<file path="config.mk">
export PLATFORM = sky130hd
export DESIGN_NAME = gtimer_cmp
export DESIGN_NICKNAME = d
export VERILOG_FILES = /design/src/rtl/gtimer_cmp.sv
export SDC_FILE = /design/constraint.sdc
export NUM_CORES = 1
export LEC_CHECK = 0
export ABC_CLOCK_PERIOD_IN_PS = 6040
export BUFFER_PORTS_ARGS = -buffer_cell sky130_fd_sc_hd__buf_2
export CELL_PAD_IN_SITES_DETAIL_PLACEMENT = 0
export CELL_PAD_IN_SITES_GLOBAL_PLACEMENT = 2
export CORE_AREA = 2 2 194 243
export CTS_BUF_LIST = sky130_fd_sc_hd__clkbuf_8
export CTS_CLUSTER_DIAMETER = 60
export DETAILED_ROUTE_END_ITERATION = 12
export DIE_AREA = 0 0 196 245
export GPL_ROUTABILITY_DRIVEN = 0
export HOLD_SLACK_MARGIN = 0.1
export PLACE_DENSITY_LB_ADDON = 0.1
export SETUP_SLACK_MARGIN = 0.02
export SLEW_MARGIN = 20
export SYNTH_ARGS = -nofsm -noshare
export SYNTH_HDL_FRONTEND = slang
export SYNTH_SLANG_ARGS = --single-unit
</file>
<file path="constraint.sdc">
create_clock -name clk -period 6.04 [get_ports clk]
set_clock_uncertainty 0.05 [all_clocks]
set_input_delay 0 -clock clk [delete_from_list [all_inputs] [get_ports clk]]
set_output_delay 0 -clock clk [all_outputs]
set_load 0.01 [all_outputs]
</file>
<file path="src/rtl/gtimer_cmp.sv">
`timescale 1ns/1ps
module gtimer_cmp #(
  parameter int ADDR_W   = 12,
  parameter int WR_DELAY = 3
) (
  input  logic              clk,
  input  logic              rst_n,
  input  logic              wr_en,
  input  logic [ADDR_W-1:0] addr,
  input  logic [31:0]       wdata,
  output logic [31:0]       rdata,
  output logic              irq
);
  localparam logic [ADDR_W-1:0] A_CNT_LO = ADDR_W'(12'h100);
  localparam logic [ADDR_W-1:0] A_CNT_HI = ADDR_W'(12'h104);
  localparam logic [ADDR_W-1:0] A_CNT_WS = ADDR_W'(12'h110);
  localparam logic [ADDR_W-1:0] A_CMP_LO = ADDR_W'(12'h200);
  localparam logic [ADDR_W-1:0] A_CMP_HI = ADDR_W'(12'h204);
  localparam logic [ADDR_W-1:0] A_INC    = ADDR_W'(12'h208);
  localparam logic [ADDR_W-1:0] A_CTRL   = ADDR_W'(12'h240);
  localparam logic [ADDR_W-1:0] A_ISTAT  = ADDR_W'(12'h244);
  localparam logic [ADDR_W-1:0] A_IEN    = ADDR_W'(12'h248);
  localparam logic [ADDR_W-1:0] A_GWS    = ADDR_W'(12'h24C);
  localparam int LAST = WR_DELAY - 1;

  localparam logic [2:0] T_CNTL = 3'd0, T_CNTH = 3'd1, T_CMPL = 3'd2,
                         T_CMPH = 3'd3, T_INC  = 3'd4, T_CTRL = 3'd5;

  logic [63:0] cnt, cmp;
  logic [31:0] incr;
  logic        run, cen, ainc, int_stat, int_en;
  logic [1:0]  cws;
  logic [3:0]  gws;

  logic        trk;
  logic [2:0]  tgt;
  always_comb begin
    trk = 1'b1;
    tgt = T_CNTL;
    case (addr)
      A_CNT_LO: tgt = T_CNTL;
      A_CNT_HI: tgt = T_CNTH;
      A_CMP_LO: tgt = T_CMPL;
      A_CMP_HI: tgt = T_CMPH;
      A_INC:    tgt = T_INC;
      A_CTRL:   tgt = T_CTRL;
      default:  trk = 1'b0;
    endcase
  end

  logic [WR_DELAY-1:0] pv;
  logic [2:0]          pt [WR_DELAY];
  logic [31:0]         pd [WR_DELAY];

  always_ff @(posedge clk or negedge rst_n) begin
    if (!rst_n) pv <= '0;
    else begin
      pv[0] <= wr_en && trk;
      for (int i = 1; i < WR_DELAY; i++) pv[i] <= pv[i-1];
    end
  end

  always_ff @(posedge clk) begin
    pt[0] <= tgt;
    pd[0] <= wdata;
    for (int i = 1; i < WR_DELAY; i++) begin
      pt[i] <= pt[i-1];
      pd[i] <= pd[i-1];
    end
  end

  logic        ap_v;
  logic [2:0]  ap_t;
  logic [31:0] ap_d;
  assign ap_v = pv[LAST];
  assign ap_t = pt[LAST];
  assign ap_d = pd[LAST];

  logic cnt_ld, cmp_ld, hit;
  assign cnt_ld = ap_v && !run && (ap_t == T_CNTL || ap_t == T_CNTH);
  assign cmp_ld = ap_v && (ap_t == T_CMPL || ap_t == T_CMPH);
  assign hit    = cen && (cnt == cmp);

  logic clr_istat, clr_cws, clr_gws, set_ien;
  assign clr_istat = wr_en && addr == A_ISTAT && wdata[0];
  assign clr_cws   = wr_en && addr == A_CNT_WS;
  assign clr_gws   = wr_en && addr == A_GWS;
  assign set_ien   = wr_en && addr == A_IEN;

  always_ff @(posedge clk or negedge rst_n) begin
    if (!rst_n) cnt <= '0;
    else if (cnt_ld && ap_t == T_CNTL) cnt[31:0]  <= ap_d;
    else if (cnt_ld)                   cnt[63:32] <= ap_d;
    else if (run)                      cnt <= cnt + 64'd1;
  end

  always_ff @(posedge clk or negedge rst_n) begin
    if (!rst_n) cmp <= '0;
    else if (ap_v && ap_t == T_CMPL) cmp[31:0]  <= ap_d;
    else if (ap_v && ap_t == T_CMPH) cmp[63:32] <= ap_d;
    else if (hit && ainc)            cmp <= cmp + {32'd0, incr};
  end

  always_ff @(posedge clk or negedge rst_n) begin
    if (!rst_n) begin
      incr <= '0;
      {run, ainc, cen} <= '0;
    end else if (ap_v && ap_t == T_INC) incr <= ap_d;
    else if (ap_v && ap_t == T_CTRL) {run, ainc, cen} <= {ap_d[8], ap_d[1], ap_d[0]};
  end

  always_ff @(posedge clk or negedge rst_n) begin
    if (!rst_n) begin
      int_stat <= 1'b0;
      int_en   <= 1'b0;
    end else begin
      if (hit)            int_stat <= 1'b1;
      else if (clr_istat) int_stat <= 1'b0;
      if (set_ien)        int_en   <= wdata[0];
    end
  end

  logic [1:0] cws_set, cws_clr;
  logic [3:0] gws_set, gws_clr;
  assign cws_set = {ap_v && ap_t == T_CNTH, ap_v && ap_t == T_CNTL};
  assign gws_set = {ap_v && ap_t == T_CTRL, ap_v && ap_t == T_INC,
                    ap_v && ap_t == T_CMPH, ap_v && ap_t == T_CMPL};
  assign cws_clr = clr_cws ? wdata[1:0] : 2'b00;
  assign gws_clr = clr_gws ? {wdata[16], wdata[2:0]} : 4'b0000;

  always_ff @(posedge clk or negedge rst_n) begin
    if (!rst_n) begin
      cws <= '0;
      gws <= '0;
    end else begin
      cws <= cws_set | (cws & ~cws_clr);
      gws <= gws_set | (gws & ~gws_clr);
    end
  end

  always_comb begin
    case (addr)
      A_CNT_LO: rdata = cnt[31:0];
      A_CNT_HI: rdata = cnt[63:32];
      A_CNT_WS: rdata = {30'd0, cws};
      A_CMP_LO: rdata = cmp[31:0];
      A_CMP_HI: rdata = cmp[63:32];
      A_INC:    rdata = incr;
      A_CTRL:   rdata = {23'd0, run, 6'd0, ainc, cen};
      A_ISTAT:  rdata = {31'd0, int_stat};
      A_IEN:    rdata = {31'd0, int_en};
      A_GWS:    rdata = {15'd0, gws[3], 13'd0, gws[2:0]};
      default:  rdata = 32'd0;
    endcase
  end

  assign irq = int_stat & int_en;


  cnt_step_chk: assert property (@(posedge clk) disable iff (!rst_n)
    run |=> cnt == $past(cnt) + 64'd1);

  cnt_frozen_chk: assert property (@(posedge clk) disable iff (!rst_n)
    (!run && !cnt_ld) |=> $stable(cnt));

  match_set_chk: assert property (@(posedge clk) disable iff (!rst_n)
    hit |=> int_stat);

  ainc_step_chk: assert property (@(posedge clk) disable iff (!rst_n)
    (hit && ainc && !cmp_ld) |=> cmp == $past(cmp) + 64'($past(incr)));

  cmp_hold_chk: assert property (@(posedge clk) disable iff (!rst_n)
    (!(hit && ainc) && !cmp_ld) |=> $stable(cmp));

  ctrl_flag_chk: assert property (@(posedge clk) disable iff (!rst_n)
    (ap_v && ap_t == T_CTRL) |=> gws[3]);

  flag_rise_chk: assert property (@(posedge clk) disable iff (!rst_n)
    $rose(gws[3]) |-> $past(ap_v && ap_t == T_CTRL));
endmodule

</file>
== Word level (Yosys, flattened, before mapping) ==
Memories as Yosys holds them, arrays and structs flattened.
Cells that the tools add are included.

* Register bits: 174
* Latch bits: 0
* RAM bits: 105
* Memory bits (read-only): 0
* Bits of input ports: 47
* Output and inout port bits: 33
* Logic and storage cells: 91
* Memories kept: 2

* $add $sub $neg: 2
* Multipliers: 0
* Div/mod/pow operators: 0
* Order comparisons: 0
* Eq/ne operators: 18
* Shift-type cells: 0
* Muxes and demuxes: 15
* Bitwise gates (word level): 10
* Reduce and logical (&&, ||, !) cells: 31

{| class="wikitable"
|+ Memory list
! memory !! words !! bits a word !! rd ports !! clocked after Yosys merged registers in !! write ports !! line !! source
|-
| pd || 3 || 32 || 3 || 0 || 3 || 53 || <nowiki>logic [31:0] pd [WR_DELAY];</nowiki>
|-
| pt || 3 || 3 || 3 || 0 || 3 || 52 || <nowiki>logic [2:0] pt [WR_DELAY];</nowiki>
|}

{| class="wikitable"
|+ Operators by type and width
! cell !! count
|-
| one-hot mux 32 bit (10 select lines) || 1
|-
| two-way mux 32 bit || 6
|-
| two-way mux 64 bit || 2
|-
| equality test 12 x 10 -> 1 bit (second input constant) || 7
|-
| adder 64 x 1 -> 64 bit (second input constant) || 1
|-
| adder 64 x 32 -> 64 bit || 1
|-
| equality test 64 bit || 1
|-
| equality test 12 x 9 -> 1 bit (second input constant) || 3
|-
| logical AND 1 bit || 17
|-
| one-hot mux 3 bit (5 select lines) || 1
|-
| AND reduction 2 bit || 5
|-
| nonzero test 2 bit || 5
|-
| equality test 3 x 2 -> 1 bit (second input constant) || 2
|-
| equality test 3 bit (second input constant) || 2
|-
| OR reduction 6 bit || 1
|-
| bitwise AND 4 bit || 1
|-
| two-way mux 4 bit || 1
|-
| inverter 4 bit || 1
|-
| OR 4 bit || 1
|-
| equality test 3 x 1 -> 1 bit (second input constant) || 1
|-
| zero test 3 bit || 1
|-
| two-way mux 1 bit || 3
|-
| inverter 1 bit || 3
|-
| bitwise AND 2 bit || 1
|-
| 8 further kinds || 8
|}

== Longest topological paths before layout ==
Gate-level depths: netlist (run 1).

* Depth after elaboration: 6
* Mapped depth: 11
* Mapped depth without buffers: 10

== Worst setup path before layout (run 1) ==
Ideal clock, no wire load.

* Path kind: flip-flop to flip-flop
* From: register cmp[24]
* To: register cmp[46]
* Library setup time: 69 ps
* Arrival time: 2,626 ps
* Setup slack: 3,295 ps
* Cell stages (with the launch flop): 12
* Path buffers: 2
* Path through: dfrtp_1 -> ha_1 -> clkbuf_1 -> and2_1 -> nand4_1 -> or4_1 -> a21o_1 -> nand3_2 -> buf_4 -> nand4_1 -> or3_1 -> nand3_1

* Cells in the longest elaborated chain, start to end: 5
* Elaborated cells on any way between the ends: 8
* Those cells by class: 1 x add/sub; 1 x eq/ne; 2 x mux; 4 x reduce/logical

{| class="wikitable"
|+ RTL lines
! what !! line !! source
|-
| from (decl) || 29 || <nowiki>logic [63:0] cnt, cmp;</nowiki>
|-
| from (signal assigned) || 99 || <nowiki>else if (ap_v && ap_t == T_CMPL) cmp[31:0] <= ap_d;</nowiki>
|-
| from (signal assigned) || 101 || <nowiki>else if (hit && ainc) cmp <= cmp + {32'd0, incr};</nowiki>
|-
| parallel branches: the longest is 5 deep, another holds adder 64 x 32 -> 64 bit || n/a ||
|}

Several ways; the timed one is not identified. The select of a mux whose other input is x is not followed.
A chain may end at the register's enable or synchronous reset.

== Final worst setup path (run 1) ==
* From: register cnt[27]
* To: register cmp[61]

* Cells in the longest elaborated chain, start to end: 5

{| class="wikitable"
|+ RTL lines
! what !! line !! source
|-
| from (decl) || 29 ||
|-
| from (signal assigned) || 92 || <nowiki>else if (cnt_ld && ap_t == T_CNTL) cnt[31:0] <= ap_d;</nowiki>
|-
| from (signal assigned) || 94 || <nowiki>else if (run) cnt <= cnt + 64'd1;</nowiki>
|-
| equality test 64 bit || 82 || <nowiki>assign hit = cen && (cnt == cmp);</nowiki>
|-
| logical AND 1 bit || 82 ||
|-
| logical AND 1 bit || 101 ||
|-
| nonzero test 2 bit (no source line) || n/a ||
|-
| AND reduction 2 bit (no source line) || n/a ||
|-
| to (signal assigned) || 100 || <nowiki>else if (ap_v && ap_t == T_CMPH) cmp[63:32] <= ap_d;</nowiki>
|-
| to (signal assigned) || 101 ||
|}

No other way between the ends.

==> flow_summary_export.csv, run 1 <==
group,metric,value,unit
timing,finalMaxSlewViolations,0,
clock_network,cts_tree,"yes",
synth,synth_nets,1873,
synth,ys_seq_elements,279,
synth,yosysWarnings,0,
synth,synth_area,15800,µm²
timing,fmax,0.273,GHz
detailed_routing,vias,15429,
floorplan,die_width,196,µm
clock_network,clock_sinks,279,
detailed_routing,first_pass_iters,6,
synth,syn_inst,1792,
floorplan,rows,88,
synth,ys.flop_type,"dfrtp_1",
run_status,status,"complete, no violations",
setup_path,crit_required,6.52,ns
detailed_routing,drtAntennaViolNets,0,
power,power.leakage,8.01,nW
setup_path,path_cells,"nor2b_1 > nor4_1 > nand4_1 > nor4_4 > nand4_2 > a211oi_4 > nand4_1 > a221o_1",
detailed_routing,routedWlPerCell,28.5,µm
final_layout,register_area,6460,µm²
setup_path,worstSetupStartpoint,"cnt[27]$_DFFE_PN0P_",
floorplan,dieArea,48000,µm²
setup_path,end_kind,"flip-flop",
clock_network,clkTransAtPathRegs,0.07,ns
run,drv_cap,0,
final_layout,area_growth_syn_to_layout,18.5,%
clock_network,post_cts_buffers,0,
grt,antenna_found_initial,7,
synth,synth_top_area_cell,"dfrtp_1",
grt,grt_pass1_vias,15169,
floorplan,core,45800,µm²
final_layout,drive_gt1_frac,0.134,
clock_network,clock_path_buffers,3,
placed_design,detailed_place_hpwl,52500,µm
setup_path,crit_family,"simple AND/OR/NAND/NOR gates",
final_layout,final_core_util,0.409,
setup_path,worst_path_largest_cell_delay,0.65,ns
synth,synth_area_per_cell,8.82,µm²
timing,slew_headroom,0.406,
grt,grt_pass1_wl,105000,µm
clock_network,clock_latency,0.66,ns
clock_network,htreeDepth,2,
detailed_routing,wl,72500,µm
floorplan,die_h,245,µm
synth,netlist.area_leader.share,0.276,
hold_path,hold_class,"input port to flip-flop",
grt,grt_max_degree,79,
grt,grt_remaining_overflow,0,
placed_design,numPortBuffers,79,
timing,rsz0062_at_grt,"no",
setup_path,timing_worst_setup_path_type,"flip-flop to flip-flop",
final_layout,final_cell_count_no_fill,2539,
synth,synth_edf_count,0,
clock_network,cts_made_buffers,50,
floorplan,start_util,0.345,
power,p_per_area,228,nW/µm²
final_layout,layout.nets,1996,
timing,holdWs,0.150,ns
setup_path,crit_arrival,4.13,ns
detailed_routing,drt_iter0_drc,1370,
timing,fin_crit_sh,0.606,
setup_path,crit_path_top_delay_cell,"nand4_2",
setup_path,path_max_fanout,22,
power,ir_drop,0.191,mV
timing,setup_viol,0,
setup_path,cp.buffers_inverters,0,
clock_network,clock-root-buffer,"clkbuf_8",
timing,hold_violations,0,
synth,seq_area_frac_synth,0.409,
placed_design,placed_cells,2363,
detailed_routing,via_per_inst,6.08,
final_layout,multi_input_area,8810,µm²
synth,async_flop_share,0.624,
setup_path,start_kind,"flip-flop",
grt,grt_util_all_layers,0.300,
synth,yosys-top-cells-area,"dfrtp_1 28%, dfxtp_1 13%, nand2_1 4.7%",
synth,synth_cell_types,88,
timing,tightest_slew,0.890,ns
floorplan,io_pins,80,
setup_path,crit_top_cell,"nand4_1",
setup_path,r2r_start,"cnt[27]$_DFFE_PN0P_",
timing,setup_tns,0,ns
clock_network,post_cts_resized,0,
hold_path,worstHoldStart,"wdata[1]",
final_layout,fill_cells,4642,
timing,period_minus_slack,3.66,ns
detailed_routing,drc,0,
## area by class of cell
class / count / share of cell area
antenna: 1 / 0.000134
clock buffer: 61 / 0.0448
clock inverter: 29 / 0.0190
inverter: 25 / 0.00501
multi-input combinational: 1373 / 0.470
sequential: 279 / 0.345
tap: 585 / 0.0391
timing repair buffer: 186 / 0.0768
## repair_timing
| item | in CTS | in global routing |
|---|---|---|
| hold endpoints to repair | 111 | 0 |
| endpoints found under the setup margin | 0 | 0 |
| hold buffers | 85 | 0 |
## state kept, by name, summed over array words and instances (netlist names)
| name | flops |
|---|---|
| int_stat | 1 |
| cen | 1 |
| pt | 9 |
| cmp | 64 |
| pv | 3 |
| pd | 96 |
| int_en | 1 |
| gws | 4 |
| cws | 2 |
| cnt | 64 |
| incr | 32 |
| run | 1 |
| ainc | 1 |
## logic make-up after synthesis
family	Yosys count	synth area share
simple gates	692	0.229
compound gates	495	0.206
flops	279	0.409
buf+inv	140	0.0359
mux	82	0.0550
xor+xnor	70	0.0388
fa+ha+maj	34	0.0274
## cells in the mapped netlist (5+ instances only)
library cell and n:
nor4_1 17, o22ai_1 21, buf_2 10, dfrtp_1 174
or2_2 5, a22o_1 5, or4_1 6, a21o_1 21
ha_1 33, dfxtp_1 105, nor2b_1 39, xnor2_1 47
mux2i_1 43, o31ai_1 7, o21ai_1 6, and4_1 15
a211oi_1 9, and2_1 19, inv_1 25, o22a_1 6
or3_1 15, nand4_1 67, a31oi_1 16, a22oi_1 30
a41oi_1 6, a221o_1 32, mux2_2 39, nand3b_1 6
xor2_1 23, nand3_1 77, nor3_1 35, o21a_1 9
nor2_1 119, o311ai_0 7, buf_1 5, nand2_1 197
o211ai_1 19, buf_4 6, nand2b_1 19, o21ai_0 117
clkbuf_1 93, a222oi_1 6, and3_1 25, a21oi_1 133
## power breakdown
| part | internal (mW) | switching (mW) | leakage (nW) |
|---|---|---|---|
| Combinational | 0.0677 | 0.0714 | 4.07 |
| Clock | 1.26 | 0.902 | 0.646 |
| Sequential | 1.90 | 0.0655 | 3.29 |
## per-layer routing
layer | share of wire | vias up | global-route usage
li1 | - | 6919 | -
met1 | 0.42 | 7706 | 0.393
met2 | 0.47 | 645 | 0.499
met3 | 0.058 | 159 | 0.0376
met4 | 0.046 | 0 | 0.128
met5 | 0 | - | 0
## metrics by stage
| step | total power [mW] | instance area, µm² | setup WS, ns |
|---|---|---|---|
| finish | 4.27 | 18700 | 2.38 |
| global route | 4.40 | 18700 | 2.22 |
| CTS | 4.31 | 18700 | 2.43 |
| detailed placement | 2.10 | 16700 | 2.45 |
| global placement | 2.10 | 16700 | 2.43 |
| floorplan | 1.99 | 15800 | 3.30 |
## cells in the final DEF (no fill, tap or decap), types with 43 or more instances in the layout
cell type        n
a21oi_1        132
nand2_1        197
xnor2_1         47
nand4_1         67
o21ai_0        117
dfrtp_1        174
dfxtp_1        105
clkbuf_8        62
mux2i_1         43
nand3_1         77
buf_2           78
nor2_1         115
dlygate4sd3_1   84
## path summary, 6_finish.rpt
check,cells past startpoint,to,slack [ns]
hold / removal,5,gws[1]$_DFF_PN0_,0.15
setup reg to reg,8,cmp[61]$_DFFE_PN0P_,2.38
max in group asynchronous,4,cnt[39]$_DFFE_PN0P_,4.58
setup / recovery,8,cmp[61]$_DFFE_PN0P_,2.38
min in group asynchronous,4,cnt[6]$_DFFE_PN0P_,0.51
hold reg to reg,0,pd[0][93]$_DFF_P_,0.27
## worst min-delay path: stages
cell and delay, ns:
dlygate4sd3_1 0.52, buf_2 0.12, nand2_1 0.06, nand2_1 0.07, nand2_1 0.05
(Power assumes the default switching activity.)
==> run 2, diff against run 1 <==
ABC_CLOCK_PERIOD_IN_PS = 3600   (was 6040)
clock period = 3.6 ns   (was 6.04 ns; I/O delays follow)
==> run 2 against run 1 <==
Setup slack lost 2.0 ns. Final area increased by 3.7%. First-iteration DRC count down 1.7%. Critical path type unchanged.
==> flow_summary_export.csv, run 2 (synthesis gave the netlist of run 1 again) <==
group,metric,value,unit
setup_path,timing_worst_setup_path_type,"flip-flop to flip-flop",
hold_path,hold_depth,8,
detailed_routing,drt_iter0_drc,1347,
clock_network,htreeDepth,2,
clock_network,clock_sinks,279,
timing,rsz0062_at_grt,"no",
final_layout,layout.nets,2084,
grt,grt_remaining_overflow,0,
timing,slew_headroom,0.490,
timing,setup_tns,0,ns
setup_path,path_cells,"xor2_1 > nor4_1 > nand4_1 > nor4_4 > and3_1 > buf_4 > o21ai_0 > or3_1",
power,ir_drop,0.335,mV
placed_design,placed_area,17300,µm²
clock_network,post_cts_buffers,0,
timing,finalMaxSlewViolations,0,
grt,grt_pass1_wl,107000,µm
final_layout,largest_reg_flops,96,
setup_path,crit_family,"simple AND/OR/NAND/NOR gates",
detailed_routing,wl,73800,µm
placed_design,detailed_place_hpwl,54900,µm
detailed_routing,via_per_inst,5.98,
placed_design,numPortBuffers,79,
setup_path,critical_path_depth,8,
setup_path,cp.buffers_inverters,1,
floorplan,core,45800,µm²
setup_path,worst_path_largest_cell_delay,0.55,ns
floorplan,start_util,0.345,
detailed_routing,vias,15743,
setup_path,start_kind,"flip-flop",
final_layout,layout_commonest_cell,"nand2_1",
detailed_routing,routedWlPerCell,28.1,µm
timing,setup_viol,0,
power,power.leakage,8.49,nW
final_layout,drive_gt1_frac,0.174,
floorplan,die_h,245,µm
setup_path,crit_path_top_delay_cell,"dfrtp_1",
final_layout,register_area,6460,µm²
setup_path,r2r_cells,8,
clock_network,clock_path_buffers,3,
final_layout,final_cell_area,19400,µm²
floorplan,io_pins,80,
detailed_routing,first_pass_iters,6,
clock_network,clock-root-buffer,"clkbuf_8",
run_status,status,"complete, no violations",
final_layout,area_growth_syn_to_layout,22.9,%
grt,grt_max_degree,75,
final_layout,final_cell_mix,"197 x nand2_1, 174 x dfrtp_1, 132 x a21oi_1",
floorplan,dieArea,48000,µm²
setup_path,end_kind,"flip-flop",
setup_path,path_max_fanout,9,
clock_network,clkTransAtPathRegs,0.07,ns
grt,antenna_found_initial,7,
setup_path,crit_required,4.09,ns
timing,tightest_slew,0.757,ns
timing,fin_crit_sh,0.907,
floorplan,die_width,196,µm
timing,period_minus_slack,3.27,ns
clock_network,cts_made_buffers,52,
timing,fmax,0.306,GHz
final_layout,regMostFlops,"pd",
floorplan,rows,88,
grt,grt_util_all_layers,0.307,
final_layout,top_regs,"pd (96), cmp (64), cnt (64)",
grt,grt_pass1_vias,15594,
setup_path,crit_arrival,3.75,ns
power,p_per_area,365,nW/µm²
clock_network,clock_latency,0.66,ns
run,drv_cap,0,
detailed_routing,drc,0,
timing,hold_violations,0,
detailed_routing,drtAntennaViolNets,0,
final_layout,multi_input_area,8820,µm²
final_layout,fill_cells,4650,
clock_network,cts_tree,"yes",
hold_path,hold_class,"input port to flip-flop",
run 2: timing repair:
action	4_1_cts	5_1_grt
hold buffers	84	0
gates resized for setup	0	2
hold endpoints to repair	217	0
setup endpoints to repair	0	2
run 2: worst paths after layout:
path                                      from  slack (ns)                  end
min                                    addr[1]        0.14     gws[3]$_DFF_PN0_
max reg2reg                cnt[28]$_DFFE_PN0P_        0.33  cmp[55]$_DFFE_PN0P_
max in group asynchronous                rst_n        2.52   cmp[9]$_DFFE_PN0P_
max                        cnt[28]$_DFFE_PN0P_        0.33  cmp[55]$_DFFE_PN0P_
min reg2reg                  pd[0][32]$_DFF_P_        0.27    pd[0][64]$_DFF_P_
min in group asynchronous                rst_n        0.59  cnt[51]$_DFFE_PN0P_
run 2: stage by stage:
stage	power, mW	hold WS [ns]	instances	setup slack [ns]	utilization
floorplan	3.35	-0.346	1792	0.855	-
global placement	3.52	0.0521	2450	0.288	0.379
detailed placement	3.53	0.0536	2450	0.269	0.379
CTS	7.14	0.111	2629	0.237	0.423
global route	7.32	0.175	2630	0.210	0.424
finish	7.08	0.138	2631	0.334	0.424
run 2: routing by layer:
metal	up-vias	routed length, µm	track usage
li1	7074	-	-
met1	7771	30600	0.392
met2	684	34100	0.498
met3	210	4710	0.0497
met4	4	4310	0.164
met5	-	19	0
run 2: report_power, final:
part | internal [mW] | switching (mW) | total (mW)
clock network | 2.06 | 1.48 | 3.54
registers | 3.18 | 0.101 | 3.29
logic | 0.120 | 0.131 | 0.252
total | 5.37 | 1.71 | 7.08
run 2: final cells by class:
| cell class | instances | share of cell area |
|---|---|---|
| Antenna cell | 2 | 0.000258 |
| Clock inverter | 23 | 0.0108 |
| Multi-Input combinational cell | 1373 | 0.454 |
| Inverter | 25 | 0.00483 |
| Clock buffer | 72 | 0.0510 |
| Tap cell | 585 | 0.0377 |
| Timing Repair Buffer | 272 | 0.108 |
| Sequential cell | 279 | 0.332 |
run 2: worst register-to-register path, delay by kind of cell (launching register included):
kind	cells	cell delay, ns
AND/OR/NAND/NOR	5	1.95
flip-flops	1	0.55
XOR/XNOR	1	0.25
buffers and inverters	1	0.25
AO/OA/AOI/OAI	1	0.10
